### config.mk
export PLATFORM = sky130hd
export DESIGN_NAME = pc_addr_unit
export DESIGN_NICKNAME = d
export VERILOG_FILES = /design/src/rtl/pcau_pkg.sv /design/src/rtl/pcau_incr.sv /design/src/rtl/pcau_sel.sv /design/src/rtl/pcau_file.sv /design/src/rtl/pc_addr_unit.sv
export SDC_FILE = /design/constraint.sdc
export NUM_CORES = 1
export LEC_CHECK = 0
export CAP_MARGIN = 20
export CELL_PAD_IN_SITES_DETAIL_PLACEMENT = 1
export CELL_PAD_IN_SITES_GLOBAL_PLACEMENT = 1
export CORE_MARGIN = 4
export CORE_UTILIZATION = 25
export CTS_BUF_LIST = sky130_fd_sc_hd__clkbuf_8
export DETAILED_ROUTE_END_ITERATION = 7
export DONT_BUFFER_PORTS = 1
export HOLD_SLACK_MARGIN = 0.03
export PLACE_DENSITY_LB_ADDON = 0.15
export SLEW_MARGIN = 20
export SYNTH_ARGS = -nofsm -noshare
export SYNTH_HDL_FRONTEND = slang
export SYNTH_HIERARCHICAL = 1
export SYNTH_SLANG_ARGS = --single-unit
### constraint.sdc
create_clock -name clk -period 14.8 [get_ports clk]
set_clock_uncertainty 0.1 [all_clocks]
set_input_delay 1.48 -clock clk [delete_from_list [all_inputs] [get_ports clk]]
set_output_delay 1.48 -clock clk [all_outputs]
set_load 0.01 [all_outputs]
### src/rtl/pcau_pkg.sv
package pcau_pkg;
    typedef enum logic [1:0] {
        SRC_ZERO = 2'd0,
        SRC_DMA  = 2'd1,
        SRC_STEP = 2'd2,
        SRC_EA   = 2'd3
    } addr_src_e;
endpackage

### src/rtl/pcau_incr.sv
module pcau_incr #(
    parameter int unsigned AW = 16,
    parameter int unsigned DW = 8
) (
    input  logic [AW-1:0] base,
    input  logic [DW-1:0] disp,
    input  logic          use_disp,
    output logic [AW-1:0] sum
);
    localparam int unsigned PADW = AW - DW - 1;

    logic [AW-1:0] step;

    always_comb begin
        if (use_disp) begin
            step = {{PADW{disp[DW-1]}}, disp, 1'b0};
        end else begin
            step = AW'(2);
        end
        sum = base + step;
    end
endmodule

### src/rtl/pcau_sel.sv
module pcau_sel
    import pcau_pkg::*;
#(
    parameter int unsigned AW = 16
) (
    input  addr_src_e     src,
    input  logic [AW-1:0] stepped,
    input  logic [AW-1:0] ea,
    input  logic [AW-1:0] ptr,
    output logic [AW-1:0] addr
);
    always_comb begin
        unique case (src)
            SRC_ZERO: addr = '0;
            SRC_DMA:  addr = ptr;
            SRC_STEP: addr = stepped;
            default:  addr = ea;
        endcase
    end
endmodule

### src/rtl/pcau_file.sv
module pcau_file #(
    parameter int unsigned AW      = 16,
    parameter int unsigned ENTRIES = 16,
    localparam int unsigned IW     = $clog2(ENTRIES)
) (
    input  logic          clk,
    input  logic          rst_n,
    input  logic [IW-1:0] idx,
    input  logic          we,
    input  logic [AW-1:0] wdata,
    output logic [AW-1:0] rdata,
    output logic [AW-1:0] pc_val
);
    typedef struct packed {
        logic [ENTRIES-1:0][AW-1:0] ent;
    } file_t;

    file_t st_d, st_q;

    always_comb begin
        st_d = st_q;
        if (we) begin
            st_d.ent[idx] = wdata;
        end
        rdata  = st_q.ent[idx];
        pc_val = st_q.ent[0];
    end

    always_ff @(posedge clk or negedge rst_n) begin
        if (!rst_n) begin
            st_q <= '0;
        end else begin
            st_q <= st_d;
        end
    end

    // writes to another entry leave the program counter alone
    assert_other_entry_keeps_pc_R6: assert property (@(posedge clk) disable iff (!rst_n)
        (we && idx != '0) |=> (pc_val == $past(pc_val)));

    // no write, entry read next cycle unchanged
    assert_no_write_stable_R4: assert property (@(posedge clk) disable iff (!rst_n)
        (!we) |=> (pc_val == $past(pc_val)));
endmodule

### src/rtl/pc_addr_unit.sv
module pc_addr_unit
    import pcau_pkg::*;
#(
    parameter int unsigned AW        = 16,
    parameter int unsigned DW        = 8,
    parameter int unsigned ENTRIES   = 16,
    parameter int unsigned DMA_ENTRY = 1
) (
    input  logic          clk,
    input  logic          rst_n,
    input  logic [15:0]   alu_sum,
    input  logic [7:0]    br_disp,
    input  logic          branch,
    input  logic          sel_pc,
    input  logic          pc_ce,
    input  logic          dma,
    input  logic          zero,
    input  logic          ret_ce,
    output logic [15:0]   next_addr,
    output logic [15:0]   ret_addr
);
    localparam int unsigned IW = $clog2(ENTRIES);

    typedef struct packed {
        logic [AW-1:0] ret;
    } ret_t;

    ret_t          st_d, st_q;
    addr_src_e     src;
    logic [IW-1:0] idx;
    logic          use_disp;
    logic [AW-1:0] cur, pc_val, stepped, addr, wdata;

    always_comb begin
        if (zero) begin
            src = SRC_ZERO;
        end else if (dma) begin
            src = SRC_DMA;
        end else if (sel_pc) begin
            src = SRC_STEP;
        end else begin
            src = SRC_EA;
        end
        idx      = (src == SRC_DMA) ? IW'(DMA_ENTRY) : '0;
        use_disp = branch && (src != SRC_DMA);
    end

    pcau_file #(.AW(AW), .ENTRIES(ENTRIES)) u_file (
        .clk    (clk),
        .rst_n  (rst_n),
        .idx    (idx),
        .we     (pc_ce),
        .wdata  (wdata),
        .rdata  (cur),
        .pc_val (pc_val)
    );

    pcau_incr #(.AW(AW), .DW(DW)) u_incr (
        .base     (cur),
        .disp     (br_disp),
        .use_disp (use_disp),
        .sum      (stepped)
    );

    pcau_sel #(.AW(AW)) u_sel (
        .src     (src),
        .stepped (stepped),
        .ea      (alu_sum),
        .ptr     (cur),
        .addr    (addr)
    );

    always_comb begin
        wdata = (src == SRC_DMA) ? stepped : addr;
        st_d  = st_q;
        if (ret_ce) begin
            st_d.ret = pc_val;
        end
        next_addr = addr;
        ret_addr  = st_q.ret;
    end

    always_ff @(posedge clk or negedge rst_n) begin
        if (!rst_n) begin
            st_q <= '0;
        end else begin
            st_q <= st_d;
        end
    end

    assert_zero_addr_R5: assert property (@(posedge clk) disable iff (!rst_n)
        zero |-> (next_addr == '0));

    assert_ea_addr_R3: assert property (@(posedge clk) disable iff (!rst_n)
        (!zero && !dma && !sel_pc) |-> (next_addr == alu_sum));

    assert_fetch_updates_pc_R1: assert property (@(posedge clk) disable iff (!rst_n)
        (pc_ce && sel_pc && !zero && !dma) |=> (pc_val == $past(next_addr)));

    assert_ret_capture_R7: assert property (@(posedge clk) disable iff (!rst_n)
        ret_ce |=> (ret_addr == $past(pc_val)));

    assert_ret_hold_R7: assert property (@(posedge clk) disable iff (!rst_n)
        !ret_ce |=> $stable(ret_addr));
endmodule

# [After elaboration in Yosys (flattened, before gate mapping)]
# Index checks and enable logic that the tools add are counted.
# Widths: inputs -> output; s select.
[word_totals] register_bits=272 latchBits=0 ram_bits=0 romBits=0 inputBits=32 mem_count=0
[classes] add_sub_neg=1 n_mul=0 div=0 magnitude_cmp=2 n_eq_ne=3 shift=0 n_mux=12 n_bitwise=0 reduce_logical=3
[ops] operator="$bwmux 256" count=1
[ops] operator="$bmux 16 s4" count=1
[ops] operator="$demux 16 s4" count=1
[ops] operator="$mux 16" count=4
[ops] operator="$pmux 16 s3" count=1
[ops] operator="$add 16x16->16" count=1
[ops] operator="$lt 1x5->1 const B" count=1
[ops] operator="$mux 2" count=2
[ops] operator="$eq 2x1->1 const B" count=1
[ops] operator="$eq 2x2->1 const B" count=1
[ops] operator="$logic_and 1x1->1" count=2
[ops] operator="$logic_not 2->1" count=1
[ops] operator="$mux 1" count=2
[ops] operator="$ne 2x1->1 const B" count=1
[ops] operator="$ge 1x1->1 const B" count=1

# [Depth between registers and ports, before layout]
# Gate-level depths: netlist of the first run.
[logic_depth] depth_word=11 mapped_depth=21 mapped_depth_nobuf=15

# [By module]
# Netlist of the first run, hierarchy kept.
[modules_own_cells] module="pcau_file" instances=1 cells_per_inst=729 area_each_um2=11768.8
[modules_own_cells] module="pc_addr_unit" instances=1 cells_per_inst=58 area_each_um2=873.3
[modules_own_cells] module="pcau_incr" instances=1 cells_per_inst=109 area_each_um2=773.2
[modules_own_cells] module="pcau_sel" instances=1 cells_per_inst=39 area_each_um2=434.2

# [Least setup slack after synthesis of the first run]
# Ideal clock, no wire load.
[synth_path] path_type="input port to output port" from="input dma" to="output next_addr[15]" t_arrival_ps=5267 t_required_ps=13220 path_slack_ps=7953 cell_stages=17 cell_sequence="nor2b_4 > buf_6 > buf_12 > buf_2 > buf_2 > mux4_2 > a22oi_1 > nand2_1 > ha_1 > fa_1 > a211oi_1 > o21ai_0 > nand3_1 > nand2_1 > a221o_1 > mux2_4 > a22o_1"
[synth_via] elab_chain_len=8
[synth_lines] element="from (decl)" line="pc_addr_unit.sv:16" source="input logic dma,"
[synth_lines] element="$mux 2" line="pc_addr_unit.sv:37" source="end else if (dma) begin"
[synth_lines] element="$mux 2" line="pc_addr_unit.sv:35" source="if (zero) begin"
[synth_lines] element="$eq 2x1->1" line="pc_addr_unit.sv:44" source="idx = (src == SRC_DMA) ? IW'(DMA_ENTRY) : '0;"
[synth_lines] element="$mux 1" line="pc_addr_unit.sv:44"
[synth_lines] element="net idx[0]" line="pc_addr_unit.sv:30" source="logic [IW-1:0] idx;"
[synth_lines] element="$bmux 16 s4" line="pcau_file.sv:25" source="rdata = st_q.ent[idx];"
[synth_lines] element="$mux 16 (implied by the code)" line="pcau_file.sv:25"
[synth_lines] element="net cur[1]" line="pc_addr_unit.sv:32" source="logic [AW-1:0] cur, pc_val, stepped, addr, wdata;"
[synth_lines] element="$add 16x16->16" line="pcau_incr.sv:20" source="sum = base + step;"
[synth_lines] element="net stepped[15]" line="pc_addr_unit.sv:32"
[synth_lines] element="$pmux 16 s3" line="pcau_sel.sv:13" source="unique case (src)"
[synth_lines] element="to (decl)" line="pc_addr_unit.sv:19" source="output logic [15:0] next_addr,"
# The timed path passes the listed nets, and every way through them passes these cells. The select of a mux whose other input is x is not followed.

# [Worst setup path in the final report of the first run]
[layout_path] from="input dma" to="output next_addr[15]"
[layout_via] elab_chain_len=8
[layout_lines] element="$mux 2" line="pc_addr_unit.sv:37"
[layout_lines] element="$mux 2" line="pc_addr_unit.sv:35"
[layout_lines] element="$eq 2x1->1" line="pc_addr_unit.sv:44"
[layout_lines] element="$mux 1" line="pc_addr_unit.sv:44"
[layout_lines] element="$bmux 16 s4" line="pcau_file.sv:25"
[layout_lines] element="$mux 16 (implied by the code)" line="pcau_file.sv:25"
[layout_lines] element="net cur[1]" line="pc_addr_unit.sv:32"
[layout_lines] element="$add 16x16->16" line="pcau_incr.sv:20"
[layout_lines] element="net stepped[15]" line="pc_addr_unit.sv:32"
[layout_lines] element="$pmux 16 s3" line="pcau_sel.sv:13"
# The timed path passes the listed nets, and every way through them passes these cells. The select of a mux whose other input is x is not followed.

==> impl_metrics.ini, run 1 <==
[yosys]
synth_common_cells = mux2_2 (276), dfrtp_1 (272), mux4_2 (64), buf_4 (34), a22oi_1 (32)
netlist.area_leader.share = 0.491
synth_compound_area_frac = 0.0408
synth.distinct_cells = 56
yosysSeqAreaShare = 0.491
synth_async_sr_flop_share = 1.00
synth_edf_count = 0
synth-xor-area-share = 0.00885
synthSimpleGateAreaFrac = 0.0442
synth_top_family_by_area = multiplexers
yosysTopAreaCell = dfrtp_1
avgSynthCellArea_um2 = 14.8
synth_adder_area_share = 0.00849
synthTopCellsByArea = dfrtp_1 (49%), mux2_2 (22%), mux4_2 (10%)
synthCells = 935
synth_ff_type = dfrtp_1
netlist_area_um2 = 13800
synth.most_common_cell = mux2_2
ys_warn_count = 6
synth_mux_area_frac = 0.361
ys_seq_elements = 272

[floorplan]
num_io_pins = 64
fp.dieH_um = 243
start_util = 0.252
num_rows = 86
die_w_um = 243
dieArea_um2 = 59200
core_um2 = 55000

[placement]
gp_congestion = 0.739
portBuffers = 0
place.detailed.hpwl_um = 24100
place_area_um2 = 14300

[clock_network]
clk_pin_slew_ps = 60
postCtsHoldBufs = 0
clock_sinks = 272
cts_setup_buffers = 0
tritoncts = done
clock_latency_ps = 610
cts_resized = 0
numCtsBuffers = 49
h-tree-depth = 2
clk_path_buf_depth = 3
cts_root_buf = clkbuf_8

[worst_setup_path]
criticalPathCategory = in2out
crit_arrival_ps = 5710
worstPathCellList = nor2b_4 > buf_12 > mux4_2 > a22oi_1 > nand2_1 > ha_1 > fa_1 > a211oi_1 > o21ai_0 > nand3_1 > nand2_1 > a221o_1 > mux2_4 > a22o_1
required_ps = 13220
path_buf_inv = 1
endpoint_kind = output port
critPathTopFamily = compound AO/OA/AOI/OAI gates
critPathLaunchType = input port
critPathMaxStageDelay_ps = 570
critPathSlowestCell = mux4_2
crit_path_frequent_cell = nand2_1
cp_max_fo = 53

[global_route]
met1_usage = 0.182
grtUsageMet3 = 0.0237
grt_pass1_vias = 8892
grt_max_degree = 273
grt_usage = 0.140
grt_overflow_total = 0
grt_busiest_layer = met2
globalRouteMet2Util = 0.243
grt_pass1_wl_um = 61800
antenna_found_initial = 1

[drt]
avgViaCountPerCell = 4.72
drt_iter0_markers = 313
drtAntennaViolNets = 0
post_drt_wl_per_cell_um = 24.8
finalWirelength_um = 41800
vias = 7966
drc = 0
dr.pass1.iters = 4

[finish]
finish.utilization = 0.277
nets = 943
fillers = 5809
design_area_um2 = 15200
drive_gt1_frac = 0.502
syn_to_final_growth_pct = 9.96

[pwr]
irDropWorstVdd_mv = 0.0446
p_comb_frac = 0.214
intPower_w = 0.00153
power.total_w = 0.00216
sequentialPowerShare = 0.457
p_sw_frac = 0.289
power.share.clock = 0.329
p_sw_w = 0.000623
powerDensity_nw_per_um2 = 142
p_leak_nw = 6.91

[sta]
finalHoldViolCount = 0
slew_headroom = -0.644
min_period_ps = 7290
slew_violations = 68
clock.fmax_mhz = 137
tns_ps = 0
fin_hold_ws_ps = 401
setup_violations = 0
rsz0062_at_grt = false
worstMarginPinSlew_ps = 2450
post-route-period-util = 0.493

[run]
cap_violations = 0

[worst_hold_path]
min_path_type = reg2reg

[outcome]
violations = slew limit
outcome = finished with violations
-- flip-flops by register name, indices dropped and copies added (netlist names) --
name / count
u_file/pc_val: 16
ret_addr: 16
u_file/st_q: 240
-- worst paths after layout --
kind                                  start               end  slack [ps]  depth (start not counted)
setup / recovery                        dma     next_addr[15]        7510                         14
hold / removal             u_file/st_q[171]  u_file/st_q[171]         400                          1
setup reg to reg           u_file/pc_val[1]   u_file/st_q[31]        9950                         14
hold reg to reg            u_file/st_q[171]  u_file/st_q[171]         400                          1
max in group asynchronous             rst_n  u_file/st_q[142]       13380                          0
min in group asynchronous             rst_n   u_file/st_q[96]         510                          0
-- kinds of logic (layout without fill, tap and decap cells) --
| logic type | count (synthesis) | in the layout |
|---|---|---|
| AOI/OAI and AO/OA | 76 | 76 |
| xor gates and xnor gates | 14 | 14 |
| adders and majority gates | 9 | 9 |
| buffers and inverters | 95 | 92 |
| DFF | 272 | 272 |
| muxes | 371 | 371 |
| other | 1 | 7 |
| and+or+nand+nor | 97 | 97 |
-- layout make-up --
| cell class | count | area (um^2) | share of cell area |
|---|---|---|---|
| sequential | 272 | 6810 | 0.447 |
| tap | 748 | 936 | 0.0615 |
| inverter | 2 | 7.51 | 0.000493 |
| timing repair buffer | 5 | 50.0 | 0.00329 |
| antenna | 1 | 2.50 | 0.000164 |
| clock inverter | 20 | 78.8 | 0.00518 |
| clock buffer | 65 | 895 | 0.0587 |
| multi-input combinational | 573 | 6450 | 0.424 |
-- cells in the final DEF, fill, tap and decap left out, drive strengths merged, types with 2 or more instances in the layout --
| cell type | Yosys | routed |
|---|---|---|
| a22o | 16 | 16 |
| nor2b | 5 | 5 |
| a21oi | 9 | 9 |
| mux2i | 3 | 3 |
| or3 | 2 | 2 |
| mux2 | 304 | 304 |
| clkbuf | 24 | 65 |
| nand3 | 5 | 5 |
| mux4 | 64 | 64 |
| dfrtp | 272 | 272 |
| nand2b | 5 | 5 |
| xnor2 | 11 | 11 |
| a211oi | 3 | 3 |
| and2 | 8 | 8 |
| xor2 | 3 | 3 |
| a22oi | 32 | 32 |
| a21o | 2 | 2 |
| or4 | 3 | 3 |
| nand3b | 5 | 5 |
| clkinv | 0 | 3 |
| o21ai | 8 | 8 |
| nand2 | 32 | 32 |
| nor4 | 2 | 2 |
| nor2 | 14 | 14 |
| nor3 | 9 | 9 |
| and3 | 3 | 3 |
| inv | 2 | 19 |
| buf | 69 | 5 |
| conb | 1 | 6 |
| ha | 7 | 7 |
-- per-stage QoR --
stage          worst slack, ps  std cells
2_1_floorplan             7950        940
3_3_place_gp              7460       1600
3_5_place_dp              7450       1600
4_1_cts                   7440       1685
5_1_grt                   7290       1686
6_report                  7510       1686
-- layer usage --
metal | wire length [um] | vias up
met3 | 1210 | 55
li1 | - | 3423
met1 | 19000 | 4360
met2 | 20800 | 128
met4 | 741 | 0
met5 | 0 | -
-- power groups by stage --
stage	clock network (W)	logic (W)	registers [W]
2_1_floorplan	0	0.000391	0.000963
4_1_cts	0.000746	0.000451	0.000988
6_report	0.000709	0.000462	0.000986
3_5_place_dp	0	0.000449	0.00100
5_1_grt	0.000776	0.000499	0.00100
3_3_place_gp	0	0.000442	0.000998
-- worst register-to-register path, cell delays in order, from the launching register on --
cell	delay (ps)
dfrtp_1	390
mux4_2	460
a22oi_1	200
nand2_1	140
ha_1	290
fa_1	520
a211oi_1	430
o21ai_0	280
nand3_1	180
nand2_1	110
a221o_1	380
mux2_4	280
a22o_1	250
mux2_2	420
mux2_2	310
Power figures use the tool's default switching activity.
==> run 2: changes to the inputs <==
Clock period 14.8 ns to 6.3 ns, I/O delays scaled along.
==> impl_metrics.ini, run 2 (same netlist as run 1, synthesis figures left out) <==
[sta]
slew_violations = 68
clock.fmax_mhz = 186
post-route-period-util = 0.853
worstMarginPinSlew_ps = 2680
rsz0062_at_grt = false
min_period_ps = 5380
fin_hold_ws_ps = -324
finalHoldViolCount = 272
slew_headroom = -0.797
setup_violations = 0
tns_ps = 0
setup_ws_ps = 923

[finish]
drive_gt1_frac = 0.506
fillers = 5822
largest_register_ffs = 240
nets = 952
syn_to_final_growth_pct = 10.1
regArea_um2 = 6810
final_cell_mix = mux2_2 (276), dfrtp_1 (272), mux4_2 (64)
multiInputGateArea_um2 = 6450
finish.utilization = 0.277
layout_commonest_cell = mux2_2
top_register = u_file/st_q

[pwr]
p_leak_nw = 6.91
irDropWorstVdd_mv = 0.128
powerDensity_nw_per_um2 = 332

[global_route]
grt_usage = 0.143
grt_pass1_vias = 8804
grt_busiest_layer = met2
grtUsageMet3 = 0.0219
grt_max_degree = 273
grt_overflow_total = 0
antenna_found_initial = 3
globalRouteMet2Util = 0.237
met1_usage = 0.199
grt_pass1_wl_um = 63500

[worst_setup_path]
critPathTopFamily = compound AO/OA/AOI/OAI gates
worstPathCellList = nor2b_4 > buf_4 > mux4_2 > a22oi_1 > nand2_1 > fa_1 > a211oi_1 > o21ai_0 > a21oi_2 > mux2i_1 > xor2_1 > mux2_4 > a22o_1 > buf_4
critPathSlowestCell = mux4_2
cp_max_fo = 10
worstRegToRegCells = 14
criticalPathCategory = in2out
crit_path_frequent_cell = buf_4
r2r-end = u_file/st_q[31]
worstSetupEndpoint = next_addr[13]
r2r_slack_ps = 1620
required_ps = 5570
critPathMaxStageDelay_ps = 520
endpoint_kind = output port
crit_arrival_ps = 4650
crit_cells = 14
path_buf_inv = 2
critPathLaunchType = input port
critPathLaunch = dma
r2r_start = u_file/pc_val[1]

[floorplan]
num_io_pins = 64
fp.dieH_um = 243
die_w_um = 243
start_util = 0.252
core_um2 = 55000
dieArea_um2 = 59200
num_rows = 86

[worst_hold_path]
min_path_type = in2async

[drt]
drt_iter0_markers = 368
post_drt_wl_per_cell_um = 25.4
vias = 8019
drtAntennaViolNets = 0
dr.pass1.iters = 4
finalWirelength_um = 42800
drc = 0
avgViaCountPerCell = 4.75

[placement]
portBuffers = 0
pre_cts_slack_ps = 655
gp_congestion = 0.730
place.detailed.hpwl_um = 25100

[clock_network]
cts_resized = 0
clk_pin_slew_ps = 50
cts_root_buf = clkbuf_8
clock_sinks = 272
h-tree-depth = 2
postCtsHoldBufs = 1
clock_latency_ps = 590
clk_path_buf_depth = 3
tritoncts = done
numCtsBuffers = 50
cts_setup_buffers = 0

[run]
cap_violations = 0

[outcome]
outcome = finished with violations
violations = hold timing, slew limit
run 2: cell types whose count changed in the layout (fill, tap and decap cells not counted):
cell           before  now
buf_12              1    0
buf_4               4   12
bufinv_16           0    1
clkbuf_8           65   60
clkinv_2            3    2
clkinvlp_4          0    2
dlygate4sd3_1       0    1
inv_1              19   15
inv_6               0    1
run 2: where the power goes:
group / internal, W / switching [W] / leakage [nW]
combinational: 0.000593 / 0.000502 / 2.70
clock: 0.000890 / 0.000764 / 0.527
sequential: 0.00210 / 0.000215 / 3.68
total: 0.00359 / 0.00148 / 6.91
run 2: worst reg2reg max path: cells and delay by family, from the launching register on:
family	cells	cell delay, ps
AO/OA/AOI/OAI	5	1460
adder cells (fa/ha/maj)	2	730
flip-flops	1	410
multiplexers	4	1450
AND/OR/NAND/NOR	3	410
run 2: how the worst min path moves through the flow:
stage	from	endpoint	slack (ps)	cells past startpoint
floorplan	rst_n	ret_addr[0]	230	0
CTS	rst_n	u_file/st_q[144]	-400	0
global route	rst_n	u_file/st_q[192]	-390	0
global placement	rst_n	u_file/st_q[80]	260	0
detailed placement	rst_n	u_file/st_q[192]	260	0
finish	rst_n	u_file/st_q[224]	-320	0
run 2: through the flow:
step	instance area (um^2)	instances	power (W)	hold slack [ps]
after floorplan	13900	940	0.00318	234
after global placement	14300	1607	0.00340	264
after detailed placement	14300	1607	0.00342	264
after CTS	15200	1687	0.00514	-402
after global routing	15200	1688	0.00536	-386
final	15200	1688	0.00507	-324
run 2: layout make-up:
type                    instances  share of cell area
flip-flops and latches        272               0.446
well taps                     748              0.0614
multi-input cells             573               0.423
clock inverters                19             0.00739
clock buffers                  60              0.0542
repair buffers                 13             0.00657
diodes                          1            0.000164
inverters                       2            0.000492
run 2: per-layer routing:
| layer | routed length, um | vias up |
|---|---|---|
| met4 | 799 | 0 |
| met3 | 1610 | 50 |
| li1 | - | 3425 |
| met2 | 20400 | 134 |
| met5 | 0 | - |
| met1 | 20000 | 4410 |
